### config.mk
export PLATFORM = sky130hd
export DESIGN_NAME = gcl_cycle_exec
export DESIGN_NICKNAME = d
export VERILOG_FILES = /design/src/rtl/gcl_pkg.sv /design/src/rtl/gcl_time_delta.sv /design/src/rtl/gcl_advance.sv /design/src/rtl/gcl_cfg_check.sv /design/src/rtl/gcl_cycle_exec.sv
export SDC_FILE = /design/constraint.sdc
export NUM_CORES = 2
export LEC_CHECK = 0
export BUFFER_PORTS_ARGS = -buffer_cell sky130_fd_sc_hd__buf_2
export CORE_MARGIN = 2
export CORE_UTILIZATION = 32
export DETAILED_ROUTE_END_ITERATION = 7
export PLACE_DENSITY = 0.48
export SLEW_MARGIN = 20
export SYNTH_ARGS = -nofsm -noshare
export SYNTH_HDL_FRONTEND = slang
export SYNTH_SLANG_ARGS = --single-unit
### constraint.sdc
create_clock -name clk -period 8.1 [get_ports clk]
set_input_delay 0.405 -clock clk [delete_from_list [all_inputs] [get_ports clk]]
set_output_delay 0.405 -clock clk [all_outputs]
set_load 0.05 [all_outputs]
### src/rtl/gcl_pkg.sv
package gcl_pkg;
  localparam int unsigned SEC_W = 32;
  localparam int unsigned NS_W  = 30;
  localparam logic [NS_W-1:0] NS_PER_SEC = 30'd1_000_000_000;

  typedef logic [NS_W-1:0] ns_t;

  function automatic ns_t sat_sub(ns_t a, ns_t b);
    return (a > b) ? ns_t'(a - b) : '0;
  endfunction
endpackage

### src/rtl/gcl_time_delta.sv
module gcl_time_delta
  import gcl_pkg::*;
(
  input  logic [SEC_W-1:0] now_sec,
  input  ns_t              now_ns,
  input  ns_t              prev_ns,
  input  logic [SEC_W-1:0] base_sec,
  input  ns_t              base_ns,
  output ns_t              step_ns,
  output logic             reached,
  output ns_t              start_off
);
  logic [SEC_W-1:0] sec_gap;

  assign sec_gap = now_sec - base_sec;

  always_comb begin
    // elapsed since previous sample, one nanosecond wrap allowed
    if (now_ns >= prev_ns) step_ns = now_ns - prev_ns;
    else                   step_ns = now_ns + (NS_PER_SEC - prev_ns);

    // seconds decide first, nanoseconds only on a tie
    if (now_sec != base_sec) reached = (now_sec > base_sec);
    else                     reached = (now_ns >= base_ns);

    // distance past base on the starting sample; beyond one second it is dropped
    if (sec_gap == '0)                     start_off = now_ns - base_ns;
    else if (sec_gap == SEC_W'(1))         start_off = now_ns + (NS_PER_SEC - base_ns);
    else                                   start_off = '0;
  end
endmodule

### src/rtl/gcl_advance.sv
module gcl_advance
  import gcl_pkg::*;
#(
  parameter int unsigned IDX_W = 3
) (
  input  logic [IDX_W-1:0] cur_idx,
  input  ns_t              cur_ivl,
  input  ns_t              cur_cyc,
  input  ns_t              elapsed,
  input  logic             is_last,
  input  ns_t              nxt_ivl,
  input  ns_t              first_ivl,
  input  ns_t              cycle_ns,
  output logic [IDX_W-1:0] new_idx,
  output ns_t              new_ivl,
  output ns_t              new_cyc
);
  ns_t over_cyc;
  ns_t over_ivl;

  assign over_cyc = elapsed - cur_cyc;
  assign over_ivl = elapsed - cur_ivl;

  always_comb begin
    new_idx = cur_idx;
    new_ivl = cur_ivl - elapsed;
    new_cyc = cur_cyc - elapsed;
    if (elapsed >= cur_cyc) begin
      // cycle boundary wins over any entry boundary
      new_idx = '0;
      new_cyc = sat_sub(cycle_ns, over_cyc);
      new_ivl = sat_sub(first_ivl, over_cyc);
    end else if (elapsed >= cur_ivl) begin
      if (!is_last) begin
        new_idx = cur_idx + 1'b1;
        new_ivl = sat_sub(nxt_ivl, over_ivl);
      end else begin
        new_ivl = '0;
      end
    end
  end
endmodule

### src/rtl/gcl_cfg_check.sv
module gcl_cfg_check
  import gcl_pkg::*;
#(
  parameter int unsigned LEN_W = 4
) (
  input  logic             gate_en,
  input  logic             en_q,
  input  logic             err_q,
  input  logic [LEN_W-1:0] list_len,
  input  ns_t              first_ivl,
  input  ns_t              cycle_ns,
  output logic             err_n
);
  logic single_bad;
  logic en_rise;

  assign single_bad = (list_len == LEN_W'(1)) && (first_ivl <= cycle_ns);
  assign en_rise    = gate_en & ~en_q;
  assign err_n      = (err_q & ~en_rise) | (gate_en & single_bad);
endmodule

### src/rtl/gcl_cycle_exec.sv
module gcl_cycle_exec
  import gcl_pkg::*;
#(
  parameter int unsigned G_NUM = 4,   // gates per entry
  parameter int unsigned DEPTH = 8,   // list entries, at least 2
  parameter int unsigned IVL_W = 24,  // interval field width
  localparam int unsigned LEN_W = $clog2(DEPTH + 1),
  localparam int unsigned IDX_W = $clog2(DEPTH)
) (
  input  logic                   clk,
  input  logic                   rst_n,
  input  logic                   gate_en,
  input  logic [31:0]            now_sec,
  input  logic [29:0]            now_ns,
  input  logic [31:0]            base_sec,
  input  logic [29:0]            base_ns,
  input  logic [29:0]            cycle_ns,
  input  logic [LEN_W-1:0]       list_len,
  input  logic [DEPTH*G_NUM-1:0] list_gates,
  input  logic [DEPTH*IVL_W-1:0] list_ivl,
  output logic [G_NUM-1:0]       gate_open,
  output logic                   cfg_err,
  output logic                   active,
  output logic [IDX_W-1:0]       cur_idx
);
  ns_t              ivl_arr [DEPTH];
  logic [G_NUM-1:0] gts_arr [DEPTH];

  for (genvar i = 0; i < DEPTH; i++) begin : g_unpack
    assign ivl_arr[i] = ns_t'(list_ivl[i*IVL_W +: IVL_W]);
    assign gts_arr[i] = list_gates[i*G_NUM +: G_NUM];
  end

  // registers
  logic             en_q, err_q, run_q;
  logic [IDX_W-1:0] idx_q;
  ns_t              ivl_q, cyc_q, prev_ns_q;
  logic [G_NUM-1:0] gate_q;

  // next-state
  logic             err_n, run_n;
  logic [IDX_W-1:0] idx_n;
  ns_t              ivl_n, cyc_n;
  logic [G_NUM-1:0] gate_n;
  logic             st_ce;

  logic [LEN_W-1:0] eff_len;
  logic             last_run, last_start, can_run, reached;
  logic [IDX_W-1:0] nxt_idx;
  ns_t              step_ns, start_off;
  logic [IDX_W-1:0] rn_idx, st_idx;
  ns_t              rn_ivl, rn_cyc, st_ivl, st_cyc;

  assign eff_len    = (list_len > LEN_W'(DEPTH)) ? LEN_W'(DEPTH) : list_len;
  assign last_run   = (LEN_W'(idx_q) + LEN_W'(1)) >= eff_len;
  assign last_start = eff_len <= LEN_W'(1);
  assign nxt_idx    = last_run ? idx_q : idx_q + 1'b1;

  gcl_time_delta u_time (
    .now_sec  (now_sec),
    .now_ns   (now_ns),
    .prev_ns  (prev_ns_q),
    .base_sec (base_sec),
    .base_ns  (base_ns),
    .step_ns  (step_ns),
    .reached  (reached),
    .start_off(start_off)
  );

  gcl_cfg_check #(.LEN_W(LEN_W)) u_cfg (
    .gate_en  (gate_en),
    .en_q     (en_q),
    .err_q    (err_q),
    .list_len (list_len),
    .first_ivl(ivl_arr[0]),
    .cycle_ns (cycle_ns),
    .err_n    (err_n)
  );

  // position while already running
  gcl_advance #(.IDX_W(IDX_W)) u_run (
    .cur_idx  (idx_q),
    .cur_ivl  (ivl_q),
    .cur_cyc  (cyc_q),
    .elapsed  (step_ns),
    .is_last  (last_run),
    .nxt_ivl  (ivl_arr[nxt_idx]),
    .first_ivl(ivl_arr[0]),
    .cycle_ns (cycle_ns),
    .new_idx  (rn_idx),
    .new_ivl  (rn_ivl),
    .new_cyc  (rn_cyc)
  );

  // position on the starting sample: entry 0 with the start offset consumed
  gcl_advance #(.IDX_W(IDX_W)) u_start (
    .cur_idx  ('0),
    .cur_ivl  (ivl_arr[0]),
    .cur_cyc  (cycle_ns),
    .elapsed  (start_off),
    .is_last  (last_start),
    .nxt_ivl  (ivl_arr[1]),
    .first_ivl(ivl_arr[0]),
    .cycle_ns (cycle_ns),
    .new_idx  (st_idx),
    .new_ivl  (st_ivl),
    .new_cyc  (st_cyc)
  );

  assign can_run = gate_en & ~err_n & (eff_len != '0) & reached;
  assign st_ce   = can_run | run_q;

  always_comb begin
    run_n = run_q;
    idx_n = idx_q;
    ivl_n = ivl_q;
    cyc_n = cyc_q;
    if (!can_run) begin
      run_n = 1'b0;
      idx_n = '0;
      ivl_n = '0;
      cyc_n = '0;
    end else if (!run_q) begin
      run_n = 1'b1;
      idx_n = st_idx;
      ivl_n = st_ivl;
      cyc_n = st_cyc;
    end else begin
      idx_n = rn_idx;
      ivl_n = rn_ivl;
      cyc_n = rn_cyc;
    end
    gate_n = run_n ? gts_arr[idx_n] : '1;
  end

  always_ff @(posedge clk or negedge rst_n) begin
    if (!rst_n) begin
      en_q      <= 1'b0;
      err_q     <= 1'b0;
      prev_ns_q <= '0;
    end else begin
      en_q      <= gate_en;
      err_q     <= err_n;
      prev_ns_q <= now_ns;
    end
  end

  always_ff @(posedge clk or negedge rst_n) begin
    if (!rst_n) begin
      run_q  <= 1'b0;
      idx_q  <= '0;
      ivl_q  <= '0;
      cyc_q  <= '0;
      gate_q <= '1;
    end else if (st_ce) begin
      run_q  <= run_n;
      idx_q  <= idx_n;
      ivl_q  <= ivl_n;
      cyc_q  <= cyc_n;
      gate_q <= gate_n;
    end
  end

  assign gate_open = gate_q;
  assign cfg_err   = err_q;
  assign active    = run_q;
  assign cur_idx   = idx_q;
endmodule

==> metrics.sh <==
RUN_STATUS='finished, final reports clean'
DISTINCT_CELLS_SYNTH=105
WORST-SETUP-PATH-TYPE='input port to flop'
HIGHEST_COUNT_CELLS_IN_THE_LAYOUT_IGNORING_FILL_AND_TAPS='buf_4, ha_1, inv_1, buf_2, a21oi_1'
CTS_BUFFER_DEPTH=2
SYNTH_TOP_AREA_SHARE_PCT=20.2
CLOCK_INSERTION_DELAY_WORST_SKEW_NS=0.43
DRTITER0DRC=3546
PLACE_HPWL_UM=172000
POST_CTS_HOLD_BUFFER_COUNT=0
WORST-PATH-BUF-INV=10
FIN_CRIT_SH_PCT=97.5
DR_TOTAL_VIAS=43700
HOLD_CLASS='input port to asynchronous set/reset pin'
UTILIZATION_PCT=47.1
FINAL.FILL_COUNT=11500
BUFFER_PORTS.INSERTED=393
POSTSYNTH.ASYNCRESETSHARE_PCT=100
TIMING.CRITICAL_PATH.TO_TYPE='flop'
ROUTED_WL_UM=197000
MAX_CLOCK_FREQ_MHz=127
CRITPATHMOSTFREQUENTCELL='buf_4'
YS_WARN_COUNT=0
SYNTH.CELL_AREA_UM2=36100
GP_CONGESTION=1.02
SYNTH_SEQ_AREA_SHARE_PCT=6.95
AREA_OF_THE_CORE_UM2=112000
DRIVE_ABOVE_1_SHARE_PCT=36.1
DRV.MAX_CAP_VIOLATION_COUNT=0
WORST_PATH_LARGEST_CELL_DELAY_NS=0.58
STARTPOINT_TYPE='input port'
SYNTHESIS.INSTANCES=4854
ARRIVAL_NS=8.21
HOLD_VIOLATIONS=0
VIAS_PER_CELL=5.46
TIGHTESTPINTRANSITION_NS=1.14
CLOCK-SKEW-FINAL_NS=0.0197
SYNTH-EDFF-COUNT=0
FINALCRITICALPERIOD_NS=7.90
CTS.REPORTEDPATHS.CLKPINSLEW_NS=0.10
INITIAL_CORE_UTILIZATION_PCT=32.1
CP.REQUIRED_NS=8.41
CTS_ROOT_BUFFER='clkbuf_16'
FINAL_NET_COUNT=7517
COMBINED_FLIP_FLOP_AND_LATCH_CELL_AREA_UM2=2510
YOSYS_REGISTER_BITS=100
HTREE_LEVELS=3
SYNTH_AREA_LEADERS='ha_1, dfrtp_1, xnor2_1'
FP.DIEH_UM=340
TRITONCTS='yes'
FINISH.INSTANCE_AREA_UM2=52900
GRT_FIRST_PASS_WIRELENGTH_UM=279000
ROW_COUNT=123
PLACED_CELL_AREA_UM2=49600
SYNTHFLOPTYPE='dfrtp_1'
TIMING.SLEW.HEADROOM_PCT=23.8
DRV_SLEW=0
NUM_IO_PINS=394
SETUP_VIOL=0
GRT.OVERFLOW.TOTAL=0
AVGSYNTHCELLAREA_UM2=7.43
DIE_WIDTH_UM=340
IR_WORST_VDD_V=0.000276
LEADING_CELL_TYPE_IN_THE_LAYOUT_FILL_AND_TAPS_EXCLUDED='buf_4'
PWR_DENSITY_CELL_nW_PER_UM2=327
SYNTHESIS.NETS=5872
TOT_GR_TRACK_USE_PCT=32.6
MULTI_INPUT_COMB_AREA_UM2=33100
MAXIMUM_NUMBER_OF_PINS_ON_ONE_NET_BEFORE_GLOBAL_ROUTE_REPAIR=55
POST-SYNTH-TOP-AREA-CELL='ha_1'
CRIT_PATH_MAX_FANOUT=8
TIMING.CRITICAL_PATH.MAX_DELAY_FAMILY='compound AO/OA/AOI/OAI gates'
DIE_AREA_UM2=115000
NUMBER_OF_SINKS_HANDLED_BY_CLOCK_TREE_SYNTHESIS=100
P_LEAK_nW=26.2
INITIAL_ANTENNA_VIOLATION_COUNT=13
NUMBER_OF_GLOBAL_ROUTE_VIAS_BEFORE_REPAIR=42200
DRT.ANTENNA.VIOLATING_NETS=0
ROUTE.DETAILED.WL_PER_INST_UM=24.6
CRITPATHSLOWESTCELL='or4b_1'
LAYOUT-AREA-OVERHEAD-VS-SYNTH_PCT=46.6
FIRSTDRTPASSITERS=5
DRC_ERRORS=0
TRITONCTS.NUM_BUFFERS=9
RSZ0062_AT_GRT='yes'
[stage by stage]
stage,setup TNS [ns],hold WS (ns),worst slack [ns],total power [mW],std cells
5_1_grt,-4.70,0.0922,-0.217,18.3,8006
6_report,0,0.0384,0.203,17.3,8011
3_5_place_dp,-45.53,0.510,-1.03,15.3,7905
4_1_cts,-0.0608,0.0629,-0.0326,16.2,7951
3_3_place_gp,-42.89,0.502,-1.10,15.3,7905
2_1_floorplan,-0.000525,0.109,-0.000525,8.31,4854
[power breakdown]
| part | leakage, nW | total [mW] | switching (mW) | internal [mW] |
|---|---|---|---|---|
| Clock | 0.157 | 0.561 | 0.278 | 0.284 |
| Sequential | 1.24 | 0.816 | 0.201 | 0.615 |
| Combinational | 24.8 | 15.9 | 8.49 | 7.42 |
| Total | 26.2 | 17.3 | 8.97 | 8.32 |
[path summary, 6_finish.rpt]
check | cells after the start | end | from | slack (ns)
setup reg to reg | 39 | cyc_q[6]$_DFFE_PN0P_ | prev_ns_q[2]$_DFF_PN0_ | 0.22
hold / removal | 1 | cur_idx[1]$_DFFE_PN0P_ | rst_n | 0.04
hold reg to reg | 2 | ivl_q[29]$_DFFE_PN0P_ | ivl_q[29]$_DFFE_PN0P_ | 0.53
setup / recovery | 36 | cyc_q[12]$_DFFE_PN0P_ | now_ns[1] | 0.20
max in group asynchronous | 2 | active$_DFFE_PN0P_ | rst_n | 6.63
min in group clk | 1 | en_q$_DFF_PN0_ | gate_en | 0.16
[metal layers]
metal | global-route usage, % | part of all wire, % | vias up
li1 | - | - | 20900
met1 | 41.4 | 42 | 20900
met2 | 54.2 | 46 | 1607
met3 | 3.69 | 6.0 | 316
met4 | 16.8 | 6.0 | 10
met5 | 0 | 0.034 | -
[what timing repair did]
| action | 4_1_cts | 5_1_grt |
|---|---|---|
| gates resized for setup | 112 | 378 |
| endpoints found under the hold margin | 0 | 0 |
| buffers inserted | 28 | 52 |
| cloned | 2 | 2 |
| pin swaps | 56 | 213 |
| setup endpoints to repair | 57 | 64 |
[layout make-up]
class                           count  area share, %
Timing Repair Buffer             1833           24.9
Clock buffer                       10          0.452
Antenna cell                        7         0.0331
Sequential cell                   100           4.74
Clock inverter                      6          0.180
Multi-Input combinational cell   4058           62.6
Inverter                          497           3.53
Tap cell                         1500           3.55
[cell usage after synthesis, types with 12 or more instances]
| cell type | instances |
|---|---|
| dfrtp_1 | 96 |
| a21oi_1 | 447 |
| nor3_1 | 99 |
| a21o_1 | 258 |
| clkbuf_1 | 172 |
| a31oi_1 | 60 |
| a221o_1 | 28 |
| nand2b_1 | 77 |
| nor4_1 | 22 |
| a22oi_1 | 15 |
| nor2_1 | 318 |
| nor2b_1 | 66 |
| ha_1 | 582 |
| xor2_1 | 159 |
| nand4_1 | 76 |
| nor3b_1 | 14 |
| o21ai_1 | 16 |
| mux2_2 | 41 |
| nand3b_1 | 12 |
| inv_1 | 496 |
| o31a_1 | 13 |
| mux2i_1 | 13 |
| fa_1 | 51 |
| and2_1 | 32 |
| mux4_2 | 48 |
| a221oi_1 | 64 |
| a21boi_0 | 16 |
| xnor2_1 | 274 |
| a211o_1 | 20 |
| o21a_1 | 65 |
| or2_2 | 17 |
| or3_1 | 41 |
| o221ai_1 | 13 |
| a211oi_1 | 41 |
| nand2_1 | 294 |
| a311oi_1 | 14 |
| o21ai_0 | 275 |
| buf_2 | 15 |
| a31o_2 | 13 |
| o211ai_1 | 40 |
| o21bai_1 | 73 |
| o31ai_1 | 26 |
| and3_1 | 46 |
| nand3_1 | 100 |
[state kept, by name, indices dropped and copies added, names as in the netlist]
signal	count
active	1
cfg_err	1
cur_idx	3
cyc_q	30
en_q	1
gate_open	4
ivl_q	30
prev_ns_q	30
[kinds of logic (layout without fill, tap and decap cells)]
family	Yosys count	in the layout	share of synthesized area [%]
compound gates	1620	1620	29.8
buf+inv	696	2346	7.34
mux	102	102	4.64
fa+ha+maj	633	633	23.0
xor+xnor	433	433	10.5
simple gates	1270	1270	17.7
other cells	0	7	0
flops	100	100	6.95
Note: power is estimated with default switching activity, not from simulation.
